## config.mk

```make
export PLATFORM = sky130hd
export DESIGN_NAME = nctl_regs
export DESIGN_NICKNAME = d
export VERILOG_FILES = /design/src/rtl/nctl_pkg.sv /design/src/rtl/nctl_ctrl.sv /design/src/rtl/nctl_addr.sv /design/src/rtl/nctl_rdport.sv /design/src/rtl/nctl_regs.sv
export SDC_FILE = /design/constraint.sdc
export NUM_CORES = 1
export LEC_CHECK = 0
export ABC_CLOCK_PERIOD_IN_PS = 1850
export CAP_MARGIN = 20
export CORE_MARGIN = 2
export CORE_UTILIZATION = 34
export DETAILED_ROUTE_END_ITERATION = 6
export GPL_TIMING_DRIVEN = 0
export SYNTH_ARGS = -nofsm -noshare
export SYNTH_HDL_FRONTEND = slang
export SYNTH_SLANG_ARGS = --single-unit
```

## constraint.sdc

```tcl
create_clock -name clk -period 1.85 [get_ports clk]
set_input_delay 0.37 -clock clk [delete_from_list [all_inputs] [get_ports clk]]
set_output_delay 0.37 -clock clk [all_outputs]
set_load 0.05 [all_outputs]
```

## src/rtl/nctl_pkg.sv

```systemverilog
package nctl_pkg;

  typedef enum logic [1:0] {
    SEL_MAIN = 2'd0,
    SEL_ALO  = 2'd1,
    SEL_AHI  = 2'd2,
    SEL_NONE = 2'd3
  } sel_e;

  // bit order fixed by the main register layout: [3]=tdmd [2]=stop [1]=strt [0]=init
  typedef struct packed {
    logic tdmd;
    logic stop;
    logic strt;
    logic init;
  } ctl_t;

  localparam ctl_t CTL_STOPPED = '{tdmd: 1'b0, stop: 1'b1, strt: 1'b0, init: 1'b0};

  // next control state from current state, written nibble (zero when no write) and ack
  function automatic ctl_t ctl_next(ctl_t cur, ctl_t w, logic ack);
    ctl_t n;
    n = cur;
    if (ack) n.tdmd = 1'b0;
    if (w.stop) begin
      n = CTL_STOPPED;
    end else begin
      if (cur.stop && (w.init || w.strt)) begin
        n.stop = 1'b0;
        n.init = w.init;
        n.strt = w.strt;
      end
      if (w.tdmd) n.tdmd = 1'b1;
    end
    return n;
  endfunction

endpackage

```

## src/rtl/nctl_ctrl.sv

```systemverilog
module nctl_ctrl
  import nctl_pkg::*;
(
  input  logic clk,
  input  logic rst_n,
  input  logic wr_main,
  input  ctl_t wbits,
  input  logic tdmd_ack,
  output ctl_t st,
  output logic init_req
);

  ctl_t w_eff;
  ctl_t st_nx;
  logic init_accept;

  assign w_eff       = wr_main ? wbits : '0;
  assign st_nx       = ctl_next(st, w_eff, tdmd_ack);
  assign init_accept = wr_main && st.stop && wbits.init && !wbits.stop;

  always_ff @(posedge clk or negedge rst_n) begin
    if (!rst_n) begin
      st       <= CTL_STOPPED;
      init_req <= 1'b0;
    end else begin
      st       <= st_nx;
      init_req <= init_accept;
    end
  end

  p_stop_override_r3: assert property (@(posedge clk) disable iff (!rst_n)
    wr_main && wbits.stop |=> st.stop && !st.strt && !st.init && !st.tdmd);

  p_ignore_running_r4: assert property (@(posedge clk) disable iff (!rst_n)
    wr_main && !st.stop && !wbits.stop |=> !st.stop && $stable(st.init) && $stable(st.strt));

  p_pulse_single_r5: assert property (@(posedge clk) disable iff (!rst_n)
    init_req |=> !init_req);

  p_pulse_init_set_r5: assert property (@(posedge clk) disable iff (!rst_n)
    init_req |-> st.init && !st.stop);

  p_ack_clears_r6: assert property (@(posedge clk) disable iff (!rst_n)
    tdmd_ack && !(wr_main && wbits.tdmd) |=> !st.tdmd);

  p_run_stop_excl_r2: assert property (@(posedge clk) disable iff (!rst_n)
    !(st.strt && st.stop));

endmodule

```

## src/rtl/nctl_addr.sv

```systemverilog
module nctl_addr #(
  parameter int DW  = 16,
  parameter int IAW = 24,
  localparam int LO_W = DW - 1,
  localparam int HI_W = IAW - DW
) (
  input  logic            clk,
  input  logic            rst_n,
  input  logic            wr_lo,
  input  logic            wr_hi,
  input  logic [DW-1:0]   wdata,
  input  logic            stopped,
  output logic [LO_W-1:0] lo_q,
  output logic [HI_W-1:0] hi_q
);

  logic lo_we;
  logic hi_we;

  assign lo_we = wr_lo && stopped;
  assign hi_we = wr_hi && stopped;

  always_ff @(posedge clk or negedge rst_n) begin
    if (!rst_n) begin
      lo_q <= '0;
      hi_q <= '0;
    end else begin
      if (lo_we) lo_q <= wdata[DW-1:1];
      if (hi_we) hi_q <= wdata[HI_W-1:0];
    end
  end

  p_locked_r9: assert property (@(posedge clk) disable iff (!rst_n)
    (wr_lo || wr_hi) && !stopped |=> $stable(lo_q) && $stable(hi_q));

  p_idle_hold_r9: assert property (@(posedge clk) disable iff (!rst_n)
    !wr_lo && !wr_hi |=> $stable(lo_q) && $stable(hi_q));

endmodule

```

## src/rtl/nctl_rdport.sv

```systemverilog
module nctl_rdport
  import nctl_pkg::*;
#(
  parameter int DW  = 16,
  parameter int IAW = 24,
  localparam int LO_W = DW - 1,
  localparam int HI_W = IAW - DW
) (
  input  logic            clk,
  input  logic            rst_n,
  input  logic            rd_stb,
  input  sel_e            sel,
  input  ctl_t            st,
  input  logic [LO_W-1:0] lo_q,
  input  logic [HI_W-1:0] hi_q,
  output logic [DW-1:0]   rdata
);

  logic          rd_q;
  logic          rd_start;
  logic [DW-1:0] view;

  function automatic logic [DW-1:0] reg_view(sel_e s, ctl_t c,
                                             logic [LO_W-1:0] lo, logic [HI_W-1:0] hi);
    logic [DW-1:0] v;
    v = '0;
    unique case (s)
      SEL_MAIN: v = {{(DW-4){1'b0}}, c};
      SEL_ALO:  v = c.stop ? {lo, 1'b0} : '0;
      SEL_AHI:  v = c.stop ? {{(DW-HI_W){1'b0}}, hi} : '0;
      default:  v = '0;
    endcase
    return v;
  endfunction

  assign rd_start = rd_stb && !rd_q;
  assign view     = reg_view(sel, st, lo_q, hi_q);

  always_ff @(posedge clk or negedge rst_n) begin
    if (!rst_n) begin
      rd_q  <= 1'b0;
      rdata <= '0;
    end else begin
      rd_q <= rd_stb;
      if (rd_start) rdata <= view;
    end
  end

  p_read_hold_r10: assert property (@(posedge clk) disable iff (!rst_n)
    rd_stb && rd_q |=> $stable(rdata));

  p_gated_read_r9: assert property (@(posedge clk) disable iff (!rst_n)
    rd_start && !st.stop && sel != SEL_MAIN |=> rdata == '0);

  p_none_reads_zero_r11: assert property (@(posedge clk) disable iff (!rst_n)
    rd_start && sel == SEL_NONE |=> rdata == '0);

endmodule

```

## src/rtl/nctl_regs.sv

```systemverilog
module nctl_regs
  import nctl_pkg::*;
#(
  parameter int DW  = 16,
  parameter int IAW = 24,
  localparam int LO_W = DW - 1,
  localparam int HI_W = IAW - DW
) (
  input  logic           clk,
  input  logic           rst_n,
  input  logic           host_ptr_we,
  input  logic           host_wr,
  input  logic           host_rd,
  input  logic [DW-1:0]  host_wdata,
  output logic [DW-1:0]  host_rdata,
  input  logic           tdmd_ack,
  output logic           run_o,
  output logic           stopped_o,
  output logic           tdmd_o,
  output logic           init_req_o,
  output logic [IAW-1:0] init_addr_o
);

  sel_e            ptr_q;
  ctl_t            st;
  ctl_t            wbits;
  logic            wr_main;
  logic            wr_lo;
  logic            wr_hi;
  logic [LO_W-1:0] lo_q;
  logic [HI_W-1:0] hi_q;

  always_ff @(posedge clk or negedge rst_n) begin
    if (!rst_n)           ptr_q <= SEL_MAIN;
    else if (host_ptr_we) ptr_q <= sel_e'(host_wdata[1:0]);
  end

  assign wr_main = host_wr && (ptr_q == SEL_MAIN);
  assign wr_lo   = host_wr && (ptr_q == SEL_ALO);
  assign wr_hi   = host_wr && (ptr_q == SEL_AHI);
  assign wbits   = ctl_t'(host_wdata[3:0]);

  nctl_ctrl u_ctrl (
    .clk      (clk),
    .rst_n    (rst_n),
    .wr_main  (wr_main),
    .wbits    (wbits),
    .tdmd_ack (tdmd_ack),
    .st       (st),
    .init_req (init_req_o)
  );

  nctl_addr #(.DW(DW), .IAW(IAW)) u_addr (
    .clk     (clk),
    .rst_n   (rst_n),
    .wr_lo   (wr_lo),
    .wr_hi   (wr_hi),
    .wdata   (host_wdata),
    .stopped (st.stop),
    .lo_q    (lo_q),
    .hi_q    (hi_q)
  );

  nctl_rdport #(.DW(DW), .IAW(IAW)) u_rd (
    .clk    (clk),
    .rst_n  (rst_n),
    .rd_stb (host_rd),
    .sel    (ptr_q),
    .st     (st),
    .lo_q   (lo_q),
    .hi_q   (hi_q),
    .rdata  (host_rdata)
  );

  assign run_o       = st.strt;
  assign stopped_o   = st.stop;
  assign tdmd_o      = st.tdmd;
  assign init_addr_o = {hi_q, lo_q, 1'b0};

  p_ptr3_inert_r11: assert property (@(posedge clk) disable iff (!rst_n)
    host_wr && ptr_q == SEL_NONE && !tdmd_ack |=> $stable(st) && $stable(init_addr_o));

endmodule

```

==> impl_metrics.toml <==
[outcome]
outcome = "finished clean"

[clock_network]
h-tree-depth = 2
cts_root_buf = "clkbuf_8"
path_clk_slew_ns = 0.08
clk_path_buf_depth = 2
clk_latency_ns = 0.29
cts_tree = "built"
post_cts_buffers = 0
cts_sinks = 47
numCtsBuffers = 5

[pwr]
p_per_area_nw_per_um2 = 1600
finalPower_mw = 4.50
power.leakage_nw = 1.52
peakVddDrop_mv = 0.921

[yosys]
syn_area_um2 = 1960
synth_edf_count = 0
seq_area_frac_synth_pct = 59.9
synth_top_cell_by_area = "dfrtp_1"
synth_area_leaders = "dfrtp_1 59%, mux2_2 8.0%, mux2_4 7.6%"
yosys-top-cells-count = "46 x dfrtp_1, 14 x mux2_2, 10 x mux2_4, 8 x a22o_1, 8 x nand2_1"
synthMostInstantiatedCell = "dfrtp_1"
syn_nets = 167
syn_avg_cell_area_um2 = 13.5
yosys_warnings = 0
ys_types = 35
synthArstFlopShare_pct = 100
synthCells = 145
ys.flop_type = "dfrtp_1"
synth-seq-cells = 47
netlist.area_leader.share_pct = 58.6

[sta]
finalClockSkew_ns = 0.00261
setup_viol = 0
slew-limit-headroom_pct = 65.9
fin_crit_sh_pct = 96.4
fmax_ghz = 0.561
fin_ws_ns = 0.0660
finalHoldViolCount = 0
rsz0062_at_grt = "false"
slew_viol_final = 0
worst-slew-pin-transition_ns = 0.511
final.min_clock_period_ns = 1.78

[grt]
grt-ovfl-total = 0
antenna_found_initial = 0
grtUsageTotal_pct = 14.5
grt_pass1_wl_mm = 7.10
grt_max_degree = 37
grt_pass1_vias = 1394

[worst_setup_path]
crit_cells = 1
path_delay_family = "buffers and inverters"
arrival_ns = 1.41
slowest_delay_ns = 0.80
critPathRequiredTime_ns = 1.48
r2r_end = "u_addr.lo_q[4]"
cp_num_buf_inv = 1
worstRegToRegCells = 5
critPathCaptureType = "primary output"
rrSetupSlack_ns = 0.29
path_cells = "clkdlybuf4s50_1"
crit_fanout = 1
crit_type = "register to primary output"
r2r-start = "ptr_q[0]"
crit_path_end = "init_req_o"
crit_path_start_kind = "register"
cp-startpoint = "u_ctrl.init_req"
cpMaxStageDelayCell = "clkdlybuf4s50_1"

[flow_run]
cap_viol_max_count = 0

[routing]
vias = 1389
drt_first_pass_iters = 4
vias_per_cell = 4.79
drt-initial-drc-count = 54
drc = 0
post_drt_wl_per_cell_um = 15.8
routed_wl_mm = 4.59
ant_nets = 0

[place]
postPlaceCellArea_um2 = 2700
place_ws_ns = -0.162
place_congestion = 0.693
placed_cells = 281
port_buffers = 63
dp_hpwl_mm = 3.23

[die]
die_w_um = 80.0
initial_core_util_pct = 35.5
die_area_um2 = 6400
core_um2 = 5540
row_count = 27
ios = 66
die_y_um = 80.0

[final_layout]
fin_nets = 239
finalNonFillerCells = 290
flow.area_growth_from_synthesis_pct = 42.9
n_fill_cell = 542
drive_above_1_share_pct = 20.6
design_area_um2 = 2810
antenna_cells = 0

[worst_hold_path]
worstHoldStart = "u_rd.rdata[5]"
hold_class = "register to register"
==> worst min-delay path by stage <==
stage,endpoint,slack [ns],depth (start not counted)
CTS,u_addr.hi_q[0],0.50,2
global placement,u_rd.rdata[5],0.46,2
detailed placement,u_rd.rdata[12],0.28,1
global route,u_ctrl.init_req,0.52,2
finish,u_rd.rdata[5],0.49,2
floorplan,ptr_q[0],0.07,0
==> routing by layer <==
layer	global-route usage (%)	wire length (µm)	up-vias
met4	3.73	42	0
met5	0	0	-
met1	20.4	2180	665
li1	-	-	662
met3	4.64	358	5
met2	21.5	2010	57
==> per-stage QoR <==
stage          hold WS [ns]  TNS, ns  utilization (%)
3_5_place_dp          0.284    -1.12             48.7
4_1_cts               0.495        0             50.1
5_1_grt               0.517        0             50.7
3_3_place_gp          0.461   -44.72             48.5
6_report              0.491        0             50.7
2_1_floorplan        0.0744        0                -
==> report_power, final <==
part,internal (mW),leakage [nW],switching (mW)
logic,0.728,0.873,1.50
clock network,0.341,0.0515,0.319
registers,1.36,0.592,0.249
==> cells in the final DEF (no fill, tap or decap), drive strengths merged, types with 2 or more instances in the layout <==
cell and instances:
o31ai 2, inv 2, mux2 24, nand3 4
a22oi 6, dlymetal6s2s 13, nor2b 2, clkbuf 10
nor2 5, and3 3, nand2 8, dfrtp 46
a22o 8, o22ai 2, buf 9, a31o 2
clkdlybuf4s50 20, a21oi 4, o21ai 7, dlygate4sd2 29
==> area by class of cell <==
class,count,area (µm²),area share (%)
buffer,9,62.6,2.23
clock buffer,8,100,3.57
inverter,2,7.51,0.267
multi-input combinational,87,717,25.5
sequential,47,1180,42.0
tap,72,90.1,3.21
timing repair buffer,65,652,23.2
==> cell families after synthesis <==
group,count (synthesis),synth area share (%)
muxes,24,15.7
other,1,0.191
AOI/OAI and AO/OA,34,12.2
buffers and inverters,11,3.57
DFF,47,59.9
and+or+nand+nor,28,8.47
==> sequential cells by signal (all words and copies together), names as in the netlist <==
register	count
u_ctrl.st	4
u_rd.rdata	16
u_addr.lo_q	15
u_rd.rd_q	1
u_addr.hi_q	8
u_ctrl.init_req	1
ptr_q	2
==> repair_timing <==
action	CTS	global route
hold buffers	1	0
gates resized for setup	29	13
setup endpoints to repair	29	13
endpoints found under the hold margin	10	0
Power figures use the tool's default switching activity.
